**src/rtl/fpm_pkg.sv**
```systemverilog
package fpm_pkg;
  typedef enum logic [2:0] {
    ST_IDLE, ST_PRE, ST_OPEN, ST_COL, ST_DATA, ST_REF
  } fpm_state_e;

  function automatic int unsigned ns2cyc(input int unsigned ns, input int unsigned clk_ns);
    int unsigned c;
    c = (ns + clk_ns - 1) / clk_ns;
    return (c == 0) ? 1 : c;
  endfunction

  function automatic int unsigned max_u(input int unsigned a, input int unsigned b);
    return (a > b) ? a : b;
  endfunction
endpackage

```
**src/rtl/fpm_hold_cnt.sv**
```systemverilog
module fpm_hold_cnt #(
  parameter int unsigned W = 8
) (
  input  logic         clk_i,
  input  logic         rst_ni,
  input  logic         load_i,
  input  logic [W-1:0] val_i,
  output logic         zero_o
);
  logic [W-1:0] cnt_q;

  always_ff @(posedge clk_i or negedge rst_ni) begin
    if (!rst_ni)            cnt_q <= '0;
    else if (load_i)        cnt_q <= val_i;
    else if (cnt_q != '0)   cnt_q <= cnt_q - 1'b1;
  end

  assign zero_o = (cnt_q == '0);
endmodule

```
**src/rtl/fpm_refresh_tmr.sv**
```systemverilog
module fpm_refresh_tmr #(
  parameter int unsigned INTERVAL = 390,
  parameter int unsigned ROW_W    = 11
) (
  input  logic             clk_i,
  input  logic             rst_ni,
  input  logic             ack_i,
  output logic             pend_o,
  output logic [ROW_W-1:0] row_o
);
  localparam int unsigned TW = $clog2(INTERVAL + 1);
  logic [TW-1:0] tmr_q;
  logic          tick;

  assign tick = (tmr_q == '0);

  always_ff @(posedge clk_i or negedge rst_ni) begin
    if (!rst_ni) begin
      tmr_q  <= TW'(INTERVAL - 1);
      pend_o <= 1'b0;
      row_o  <= '0;
    end else begin
      tmr_q <= tick ? TW'(INTERVAL - 1) : tmr_q - 1'b1;
      if (ack_i) row_o <= row_o + 1'b1;
      if (tick)       pend_o <= 1'b1;
      else if (ack_i) pend_o <= 1'b0;
    end
  end
endmodule

```
**src/rtl/fpm_dram_ctrl.sv**
```systemverilog
module fpm_dram_ctrl
  import fpm_pkg::*;
#(
  parameter int unsigned CLK_NS      = 10,
  parameter int unsigned ROW_W       = 11,
  parameter int unsigned COL_W       = 11,
  parameter int unsigned DATA_W      = 8,
  parameter int unsigned T_RAC_NS    = 60,
  parameter int unsigned T_CAC_NS    = 15,
  parameter int unsigned T_RC_NS     = 110,
  parameter int unsigned T_PC_NS     = 35,
  parameter int unsigned T_RP_NS     = 40,
  parameter int unsigned REF_WIN_NS  = 8_000_000
) (
  input  logic                      clk_i,
  input  logic                      rst_ni,
  input  logic                      req_valid_i,
  output logic                      req_ready_o,
  input  logic                      req_write_i,
  input  logic [ROW_W+COL_W-1:0]    req_addr_i,
  input  logic [DATA_W-1:0]         req_wdata_i,
  output logic                      rd_valid_o,
  output logic [DATA_W-1:0]         rd_data_o,
  output logic                      row_stb_n_o,
  output logic                      col_stb_n_o,
  output logic                      wr_en_n_o,
  output logic                      out_en_n_o,
  output logic [((ROW_W > COL_W) ? ROW_W : COL_W)-1:0] dram_addr_o,
  input  logic [DATA_W-1:0]         dq_i,
  output logic [DATA_W-1:0]         dq_o,
  output logic                      dq_oe_o
);
  localparam int unsigned ADDR_W  = ROW_W + COL_W;
  localparam int unsigned PIN_W   = (ROW_W > COL_W) ? ROW_W : COL_W;
  localparam int unsigned RAC_CYC = ns2cyc(T_RAC_NS, CLK_NS);
  localparam int unsigned CAC_CYC = ns2cyc(T_CAC_NS, CLK_NS);
  localparam int unsigned RC_CYC  = ns2cyc(T_RC_NS, CLK_NS);
  localparam int unsigned PC_CYC  = ns2cyc(T_PC_NS, CLK_NS);
  localparam int unsigned RP_CYC  = ns2cyc(T_RP_NS, CLK_NS);
  localparam int unsigned RCD_CYC = (RAC_CYC > CAC_CYC) ? RAC_CYC - CAC_CYC : 1;
  localparam int unsigned REF_INT = REF_WIN_NS / CLK_NS / (1 << ROW_W);
  localparam int unsigned MAX_CYC = max_u(max_u(RC_CYC, RAC_CYC), max_u(PC_CYC, RP_CYC));
  localparam int unsigned CNT_W   = $clog2(MAX_CYC + 1);

  fpm_state_e         state_q;
  logic               row_open_q, have_req_q, staged_q;
  logic [ROW_W-1:0]   open_row_q, req_row_q, ref_row;
  logic [COL_W-1:0]   req_col_q;
  logic [DATA_W-1:0]  req_dat_q;
  logic               req_wr_q;
  logic               ref_pend, rc_zero, pc_zero, wt_zero;
  logic               ras_open, ras_ref, ras_close, cas_fall, accept;
  logic [CNT_W-1:0]   wt_val;

  assign req_ready_o = (state_q == ST_IDLE) && !ref_pend;
  assign accept      = req_ready_o && req_valid_i;
  assign ras_open    = (state_q == ST_OPEN) && rc_zero;
  assign ras_ref     = (state_q == ST_IDLE) && ref_pend && !row_open_q && rc_zero;
  assign ras_close   = ((state_q == ST_IDLE) && row_open_q &&
                        (ref_pend || (accept && req_addr_i[ADDR_W-1:COL_W] != open_row_q)))
                     || ((state_q == ST_REF) && wt_zero);
  assign cas_fall    = (state_q == ST_COL) && staged_q && wt_zero && pc_zero;

  always_comb begin
    wt_val = '0;
    if (ras_close)     wt_val = CNT_W'(RP_CYC - 1);
    else if (ras_open) wt_val = CNT_W'(RCD_CYC - 1);
    else if (ras_ref)  wt_val = CNT_W'(RAC_CYC - 1);  // minimum low time of a refresh
    else if (cas_fall) wt_val = CNT_W'(CAC_CYC - 1);
  end

  fpm_hold_cnt #(.W(CNT_W)) u_rc (.clk_i, .rst_ni, .load_i(ras_open || ras_ref),
                                  .val_i(CNT_W'(RC_CYC - 1)), .zero_o(rc_zero));
  fpm_hold_cnt #(.W(CNT_W)) u_pc (.clk_i, .rst_ni, .load_i(cas_fall),
                                  .val_i(CNT_W'(PC_CYC - 1)), .zero_o(pc_zero));
  fpm_hold_cnt #(.W(CNT_W)) u_wt (.clk_i, .rst_ni,
                                  .load_i(ras_close || ras_open || ras_ref || cas_fall),
                                  .val_i(wt_val), .zero_o(wt_zero));
  fpm_refresh_tmr #(.INTERVAL(REF_INT), .ROW_W(ROW_W)) u_ref (
    .clk_i, .rst_ni, .ack_i(ras_ref), .pend_o(ref_pend), .row_o(ref_row));

  always_ff @(posedge clk_i or negedge rst_ni) begin
    if (!rst_ni) begin
      state_q     <= ST_IDLE;
      row_stb_n_o <= 1'b1;
      col_stb_n_o <= 1'b1;
      wr_en_n_o   <= 1'b1;
      out_en_n_o  <= 1'b1;
      dq_oe_o     <= 1'b0;
      dq_o        <= '0;
      dram_addr_o <= '0;
      row_open_q  <= 1'b0;
      open_row_q  <= '0;
      have_req_q  <= 1'b0;
      staged_q    <= 1'b0;
      req_row_q   <= '0;
      req_col_q   <= '0;
      req_dat_q   <= '0;
      req_wr_q    <= 1'b0;
      rd_valid_o  <= 1'b0;
      rd_data_o   <= '0;
    end else begin
      rd_valid_o <= 1'b0;
      if (ras_close) begin
        row_stb_n_o <= 1'b1;
        row_open_q  <= 1'b0;
      end
      unique case (state_q)
        ST_IDLE: begin
          if (ref_pend) begin
            if (row_open_q) state_q <= ST_PRE;
            else if (ras_ref) begin
              row_stb_n_o <= 1'b0;
              dram_addr_o <= PIN_W'(ref_row);
              state_q     <= ST_REF;
            end
          end else if (accept) begin
            req_row_q  <= req_addr_i[ADDR_W-1:COL_W];
            req_col_q  <= req_addr_i[COL_W-1:0];
            req_dat_q  <= req_wdata_i;
            req_wr_q   <= req_write_i;
            have_req_q <= 1'b1;
            if (!row_open_q)  state_q <= ST_OPEN;
            else if (ras_close) state_q <= ST_PRE;
            else              state_q <= ST_COL;
          end
        end
        ST_PRE:  if (wt_zero) state_q <= have_req_q ? ST_OPEN : ST_IDLE;
        ST_OPEN: if (ras_open) begin
          row_stb_n_o <= 1'b0;
          dram_addr_o <= PIN_W'(req_row_q);
          row_open_q  <= 1'b1;
          open_row_q  <= req_row_q;
          state_q     <= ST_COL;
        end
        ST_COL: begin
          if (!staged_q) begin  // column and enables settle one cycle ahead of the strobe
            dram_addr_o <= PIN_W'(req_col_q);
            wr_en_n_o   <= !req_wr_q;
            out_en_n_o  <= req_wr_q;
            dq_oe_o     <= req_wr_q;
            dq_o        <= req_dat_q;
            staged_q    <= 1'b1;
          end else if (cas_fall) begin
            col_stb_n_o <= 1'b0;
            staged_q    <= 1'b0;
            state_q     <= ST_DATA;
          end
        end
        ST_DATA: if (wt_zero) begin
          if (!req_wr_q) begin
            rd_valid_o <= 1'b1;
            rd_data_o  <= dq_i;
          end
          col_stb_n_o <= 1'b1;
          wr_en_n_o   <= 1'b1;
          out_en_n_o  <= 1'b1;
          dq_oe_o     <= 1'b0;
          have_req_q  <= 1'b0;
          state_q     <= ST_IDLE;
        end
        ST_REF:  if (wt_zero) state_q <= ST_PRE;
        default: state_q <= ST_IDLE;
      endcase
    end
  end
endmodule

```
**config.mk**
```make
export PLATFORM = sky130hd
export DESIGN_NAME = fpm_dram_ctrl
export DESIGN_NICKNAME = d
export VERILOG_FILES = /design/src/rtl/fpm_pkg.sv /design/src/rtl/fpm_hold_cnt.sv /design/src/rtl/fpm_refresh_tmr.sv /design/src/rtl/fpm_dram_ctrl.sv
export SDC_FILE = /design/constraint.sdc
export NUM_CORES = 1
export LEC_CHECK = 0
export BUFFER_PORTS_ARGS = -buffer_cell sky130_fd_sc_hd__buf_2
export CAP_MARGIN = 0
export CORE_MARGIN = 8
export CORE_UTILIZATION = 35
export CTS_CLUSTER_DIAMETER = 50
export DETAILED_ROUTE_END_ITERATION = 10
export GPL_ROUTABILITY_DRIVEN = 0
export PLACE_DENSITY = 0.61
export SYNTH_ARGS = -nofsm -noshare
export SYNTH_HDL_FRONTEND = slang
export SYNTH_SLANG_ARGS = --single-unit
```
**constraint.sdc**
```tcl
create_clock -name clk_i -period 5.22 [get_ports clk_i]
set_clock_uncertainty 0.2 [all_clocks]
set_input_delay 1.044 -clock clk_i [delete_from_list [all_inputs] [get_ports clk_i]]
set_output_delay 1.044 -clock clk_i [all_outputs]
set_load 0.01 [all_outputs]
```
[Yosys cells after proc, flatten, opt, wreduce, memory -nomap -nowiden]
Index checks and enable logic that the tools add are counted.
Word-level totals
  register bits: 114
  output and inout port bits: 34
  bits of input ports: 42
Operators by class
  equality and inequality tests: 20
  bitwise gates (word level): 3
  multiplexer cells: 60
  reduce and logical (&&, ||, !) cells: 46
  $add $sub $neg: 5
Operator list (number)
  $mux 11: 5
  $mux 3: 12
  $pmux 11 s3: 1
  $mux 4: 7
  $mux 1: 24
  $ne 2x2->1 const B: 11
  $pmux 3 s6: 1
  $logic_and 1x1->1: 13
  $logic_not 4->1: 3
  $pmux 1 s2: 6
  $reduce_bool 2->1: 6
  $reduce_bool 4->1: 3
  $sub 4x1->4 const B: 3
  $add 11x1->11 const B: 1
  $ne 11x11->1: 1
  $logic_not 9->1: 1
  $mux 9: 1
  $reduce_and 3->1: 3
  $sub 9x1->9 const B: 1
  $reduce_and 4->1: 2
  $reduce_and 8->1: 1
  $eq 3x2->1 const B: 2
  $eq 3x3->1 const B: 2
  $logic_or 1x1->1: 6
  other kinds (11): 18

[Depth between registers and ports, before layout]
Gate-level depths: netlist of run 1.
  depth in word-level cells: 12
  depth in mapped cells: 8

[Hierarchy]
From an unflattened synthesis of run 1, not the netlist that was laid out.
Unflattened totals
  cell total of the unflattened synthesis: 449
  area total of the unflattened synthesis: 5255.0 um^2
By module, submodules not included
  fpm_dram_ctrl: area an instance 3614.7 um^2, cells each 298, sequential area each 2031.9 um^2, instances 1
  fpm_refresh_tmr: area an instance 938.4 um^2, cells each 85, sequential area each 530.5 um^2, instances 1
  fpm_hold_cnt: area an instance 234.0 um^2, cells each 22, sequential area each 100.1 um^2, instances 3

[Worst setup path before layout of run 1]
Ideal clock, no wire load.
  path type: input to register
  start: input req_addr_i[11]
  end: register u_wt.cnt_q[0]
  buffers on the path: 0
  stages: 5
  library setup time: 0.131 ns
  required time: 4.889 ns
  arrival: 2.048 ns
  setup slack: 2.841 ns
  path through: xnor2_1 nand4_1 nor4_2 nor2_1 or3_1
Between the ends
  word-level cells in the longest chain between the ends: 9
  elaborated cells on any way between the ends: 11
  those cells by class: 1 x eq/ne; 2 x mux; 8 x reduce/logical
RTL lines
  from (decl): RTL line fpm_dram_ctrl.sv:20  | input logic [ROW_W+COL_W-1:0] req_addr_i,
  $ne 11x11->1 (*): RTL line fpm_dram_ctrl.sv:60  | (ref_pend || (accept && req_addr_i[ADDR_W-1:COL_W] != open_row_q)))
  $logic_and 1x1->1 (*): RTL line fpm_dram_ctrl.sv:60
  $logic_or 1x1->1 (*): RTL line fpm_dram_ctrl.sv:60
  $logic_and 1x1->1 (*): RTL line fpm_dram_ctrl.sv:59  | assign ras_close = ((state_q == ST_IDLE) && row_open_q &&
  $logic_or 1x1->1 (*): RTL line fpm_dram_ctrl.sv:61  | || ((state_q == ST_REF) && wt_zero);
  $logic_or 1x1->1 (3 in series): RTL line fpm_dram_ctrl.sv:77  | .load_i(ras_close || ras_open || ras_ref || cas_fall),
  $mux 4 or $reduce_bool 2->1 (tied branches)
  to (signal assigned): RTL line fpm_hold_cnt.sv:14  | else if (load_i) cnt_q <= val_i;
  to (signal assigned): RTL line fpm_hold_cnt.sv:15  | else if (cnt_q != '0) cnt_q <= cnt_q - 1'b1;
  to (decl): RTL line fpm_hold_cnt.sv:10  | logic [W-1:0] cnt_q;
Every way passes the cells marked *; elsewhere a longest branch is shown, timed or not.
A chain may end at the register's enable or synchronous reset.

[Final worst setup path of run 1]
  start: register state_q[0]
  end: output req_ready_o
Between the ends
  word-level cells in the longest chain between the ends: 2
RTL lines
  from (decl): RTL line fpm_dram_ctrl.sv:45  | fpm_state_e state_q;
  from (signal assigned): RTL line fpm_dram_ctrl.sv:128  | ST_PRE: if (wt_zero) state_q <= have_req_q ? ST_OPEN : ST_IDLE;
  $logic_not 3->1: RTL line fpm_dram_ctrl.sv:55  | assign req_ready_o = (state_q == ST_IDLE) && !ref_pend;
  $logic_and 1x1->1: RTL line fpm_dram_ctrl.sv:55
  to (decl): RTL line fpm_dram_ctrl.sv:18  | output logic req_ready_o,
Every way passes these cells.

==> metrics, run 1 <==
layout cells sized above 1 between 30% and 40%; boundary pin count 76; post-synthesis sequential element count 114; # H-tree levels 4; most frequent cell after synthesis dfrtp_1; DRC 0; Area growth syn-to-layout 23.2%; CTS tree done; Clk Latency, worst-skew pair around 0.4 ns; critical path class reg -> out; met1 Resource Use GR approximately 15%; Setup crit start kind flip-flop; PostCTS Resize Cnt 0; Hold WC Path Type reg -> reg; power density cells ~630 nW/um^2; Initial Utilization between 30% and 40%; Post-Syn Area just over 5000 sq um; Clock Tree Root clkbuf_16; top_reg_cell synth dfrtp_1; via count around 3,500; Slew Viols, Final 0; Slew headroom around 50%; area share of the largest cell type after synthesis 51.4%; Rows 44; met3 Track Usage GR under 10%; Antenna Nets Post-Route 0; largest net degree at the start of global routing 47; Setup TNS 0 ns; Seq/Total Area, Yosys a little under three fifths; Post-synth top cells dfrtp_1, mux2_2, nor2_1; CTS Buf Count 17; M2 GR Usage between 20% and 30%; GR Util All Layers between 10% and 20%; Reg clk slew, reported paths about 0.05 ns; chip width approximately 140 um; vias in the first global route between 3,000 and 4,000; CTS Sinks between 100 and 150; synth unique cells 53; Tcrit/Tclk final roughly 57%; Top Usage Layer GRT met2; DIE AREA between 15,000 and 20,000 sq um; cts hold-fix bufs 0; Setup violations, final 0; routed wire length around 11,000 um; Final Hold Viols 0; status completed; Worst-Margin Slew 0.755 ns; Max FO, Critical Path 18; Pre-Repair DR Iteration Count 4; VDD IR max about 0.32 mV; Overall Power between 3000 and 4000 uW; final net count around 560; hold depth 1; grt ovf 0; Worst EP arrival approximately 1.7 ns; PortBufs 75; area of the core 14,500 sq um; Die Ht approximately 140 um; area leader, netlist dfrtp_1; drt wl/cell around 16 um; Post-synth EDFFs 0; Setup Fix Bufs, Post-CTS 0; DP HPWL 7990 um; Vias/cell between 4 and 5; fin crit period 2.95 ns; first-pass GRT wire length ~19,000 um; Synth area leaders dfrtp_1, mux2_2, dfstp_2, xnor2_1, mux2i_1; Clock Tree Buf Depth 2; antenna fix cells 0; fmax roughly 340 MHz; Max-Cap Viols 0; WP data required just under 4 ns; syn nets 474; DR iter-0 viols between 200 and 250; ys async rst share 100%; r2r worst-path depth 4; P_leak 0.00296 uW; initial antenna violation count 0; Syn Area/Cell 12.1 sq um; Critical Path End Type output pin; RSZ-0062 raised after global routing no; Synth Instances ~430; YS warnings 0
[metal layers]
layer / up-vias / routed length, um
li1: 1663 / -
met5: - / 0
met2: 62 / 5700
met1: 1740 / 4870
met4: 0 / 189
met3: 10 / 293
[registers in the layout (all words and copies together) (netlist names), 3 cells and up]
register and cells:
u_ref.row_o 11, open_row_q 11, rd_data_o 8, u_rc.cnt_q 4
req_row_q 11, state_q 3, req_col_q 11, u_ref.tmr_q 9
dram_addr_o 11, dq_o 8, req_dat_q 8, u_wt.cnt_q 4
u_pc.cnt_q 4
[kinds of logic (layout without fill, tap and decap cells)]
group,Yosys count,in the layout,share of synthesized area [%]
flops,114,114,55.4
buf+inv,27,123,2.67
simple gates,115,115,12.7
compound gates,62,62,7.29
xor+xnor,31,31,5.26
fa+ha+maj,6,6,1.45
mux,71,71,15.2
[where the power goes]
group	leakage [uW]	internal (uW)	total (uW)	switching (uW)
clock network	0.000317	860	1270	406
logic	0.00123	588	1190	601
registers	0.00141	1240	1520	281
[worst paths after layout]
path                       slack (ns)             from              end
max reg2reg                      2.58       state_q[2]    u_wt.cnt_q[1]
min reg2reg                      0.27  u_ref.row_o[10]  u_ref.row_o[10]
min                              0.27  u_ref.row_o[10]  u_ref.row_o[10]
min in group asynchronous        0.40           rst_ni     req_row_q[7]
max                              2.27       state_q[0]      req_ready_o
max in group asynchronous        3.44           rst_ni     req_dat_q[4]
[placed cells by master, fill, tap and decap left out, types with 3 or more instances in the layout]
| cell type | count |
|---|---|
| clkinv_4 | 3 |
| nand3_1 | 9 |
| mux2i_1 | 13 |
| xor2_1 | 11 |
| nor3_1 | 8 |
| dfrtp_1 | 106 |
| dfstp_2 | 8 |
| nor2_1 | 33 |
| bufinv_16 | 5 |
| or3_1 | 3 |
| clkinv_2 | 3 |
| clkbuf_16 | 17 |
| buf_4 | 5 |
| mux2_2 | 58 |
| a21o_1 | 4 |
| nand2_1 | 28 |
| ha_1 | 6 |
| o21ai_0 | 21 |
| buf_2 | 74 |
| nand4_1 | 7 |
| inv_1 | 12 |
| nand2b_1 | 4 |
| xnor2_1 | 20 |
| a21oi_1 | 21 |
[final cells by class]
type                    count  area, sq um
well taps                 184          230
repair buffers             79          408
inverters                  12         45.0
multi-input cells         285         2160
fillers                  1356         8120
clock buffers              19          443
flip-flops and latches    114         2860
clock inverters            13          208
[stage by stage]
step           utilization (%)  setup slack [ns]  hold WS [ns]  cell area (sq um)  cells
2_1_floorplan                -              2.84         0.242               5160    426
3_3_place_gp              39.4              2.55         0.262               5710    674
3_5_place_dp              39.4              2.52         0.263               5710    674
4_1_cts                   43.9              2.24         0.278               6360    706
5_1_grt                   43.9              2.20         0.299               6360    706
6_report                  43.9              2.27         0.273               6360    706
[critical path: stages (launching register included)]
cell	delay, ns
dfrtp_1	0.51
buf_4	0.30
nor4_4	0.30
buf_2	0.19
(Power assumes the default switching activity.)
==> run 2, diff against run 1 <==
- clock period: 5.22 -> 2.8 ns (I/O delays scaled with it)
==> run 2 against run 1 <==
Effect of this change: clock-buffer cell count is 1 higher; combinational power is 87% higher; register-to-register slack worse by 2.1 ns; critical endpoint is now rd_data_o[3]; critical path type is now reg -> reg.
==> metrics, run 2 (synthesized netlist as in run 1, its figures left out) <==
status completed; Worst-Margin Slew 0.767 ns; routed wire length 11,000 um; DIE AREA 18,900 sq um; Reg-to-Reg End rd_data_o[3]; PortBufs 75; area of the core around 14,000 sq um; Overall Power around 7300 uW; crit-path cells inv_1, ha_1, nor3b_4, nand2_2, nor3_4, mux2_2; commonest non-fill, non-tap cell in the layout dfrtp_1; chip width roughly 140 um; drt wl/cell around 15 um; critical path class reg -> reg; Setup TNS 0 ns; P_leak just under 0.003 uW; CTS tree done; first-pass GRT wire length around 18,000 um; # H-tree levels 4; Setup violations, final 0; Antenna Nets Post-Route 0; Max FO, Critical Path 9; sink of the worst hold path req_col_q[5]; hold depth 2; Final Hold Viols 0; initial antenna violation count 0; Clock Tree Buf Depth 2; largest net degree at the start of global routing 57; Hold WC Path Type in -> reg; Max-Cap Viols 0; Slowest-stage cell, CP dfrtp_1; RR Startpoint u_wt.cnt_q[0]; CTS Buf Count 17; final net count between 500 and 600; antenna fix cells 0; Pre-Repair DR Iteration Count 4; Clk Latency, worst-skew pair 0.41 ns; DR iter-0 viols 127; power density cells ~1100 nW/um^2; boundary pin count 76; DP HPWL 8050 um; Largest stage delay, worst path roughly 0.40 ns; Slew Viols, Final 0; Fin Hold WS between 0.15 and 0.2 ns; Critical Path End Type flip-flop; PostCTS Resize Cnt 0; RSZ-0062 raised after global routing no; Setup crit start kind flip-flop; DRC 0; Slew headroom just under 50%; Hold Startpoint req_addr_i[5]; fmax around 430 MHz; Clock Tree Root clkbuf_16; r2r worst-path depth 6; Reg clk slew, reported paths 0.06 ns; Initial Utilization 35.7%; commonest cells after routing, fill and taps aside dfrtp_1, buf_2, mux2_2; Rows 44; r2r setup slk 0.49 ns; Tcrit/Tclk final between 80 and 90%; fin crit period 2.31 ns; layout cells sized above 1 a little under two fifths; via count around 3,500; Die Ht around 140 um; Final Util between 40% and 50%; CTS Sinks 114; Worst EP arrival approximately 2.4 ns; VDD IR max 0.537 mV; WP data required between 2 and 3 ns; Area growth syn-to-layout 23.6%; grt ovf 0; GR Util All Layers roughly an eighth; vias in the first global route approximately 3,600; Vias/cell between 4 and 5
-- run 2: changes by cell type in the layout (fill, tap and decap cells not counted) --
| cell | change |
|---|---|
| buf_4 | +4 |
| clkinv_4 | -3 |
| inv_6 | +1 |
| buf_12 | +1 |
| clkinv_2 | -1 |
| clkinvlp_4 | +4 |
| dlygate4sd3_1 | +1 |
| clkbuf_8 | +1 |
| bufinv_16 | -2 |
-- run 2: power by group --
| part | internal (uW) | switching, uW | leakage, uW | total (uW) |
|---|---|---|---|---|
| sequential | 2310 | 529 | 0.00141 | 2840 |
| clock | 1450 | 760 | 0.000285 | 2210 |
| combinational | 1130 | 1110 | 0.00126 | 2230 |
| total | 4880 | 2390 | 0.00296 | 7280 |
-- run 2: through the flow --
step	area (sq um)	cells	worst slack, ns
floorplan	5160	426	0.760
global placement	5760	679	0.492
detailed placement	5760	679	0.454
CTS	6380	712	0.464
global route	6380	712	0.358
finish	6380	712	0.494
-- run 2: metal layers --
metal / global-route usage [%] / part of all wire [%] / vias to the layer above
li1: - / - / 1676
met1: 14.3 / 43 / 1745
met2: 20.7 / 52 / 70
met3: 3.25 / 3.2 / 12
met4: 5.61 / 1.7 / 0
met5: 0 / 0 / -
-- run 2: worst max path at each step --
stage | from | end | depth (start not counted)
final | u_wt.cnt_q[0] | rd_data_o[3] | 6
after detailed placement | req_addr_i[21] | u_wt.cnt_q[0] | 6
after floorplan | u_wt.cnt_q[0] | rd_data_o[0] | 6
after global routing | u_wt.cnt_q[0] | rd_data_o[3] | 6
after CTS | u_wt.cnt_q[0] | rd_data_o[3] | 6
after global placement | req_addr_i[21] | u_wt.cnt_q[0] | 6
-- run 2: timing repair --
| item | CTS | global route |
|---|---|---|
| buffers inserted | 0 | 0 |
| endpoints found under the setup margin | 0 | 0 |
| endpoints found under the hold margin | 35 | 0 |
| hold buffers | 1 | 0 |
-- run 2: critical path, delay by kind of cell, from the launching register on --
kind,cells,cell delay [ns]
fa+ha+maj,1,0.22
buf+inv,1,0.07
flops,1,0.40
mux,1,0.39
simple gates,3,0.91
-- run 2: final cells by class --
cell class / count / area [sq um]
Clock inverter: 12 / 155
Timing Repair Buffer: 85 / 468
Inverter: 12 / 45.0
Multi-Input combinational cell: 285 / 2160
Tap cell: 184 / 230
Clock buffer: 20 / 457
Sequential cell: 114 / 2860
Fill cell: 1314 / 8100
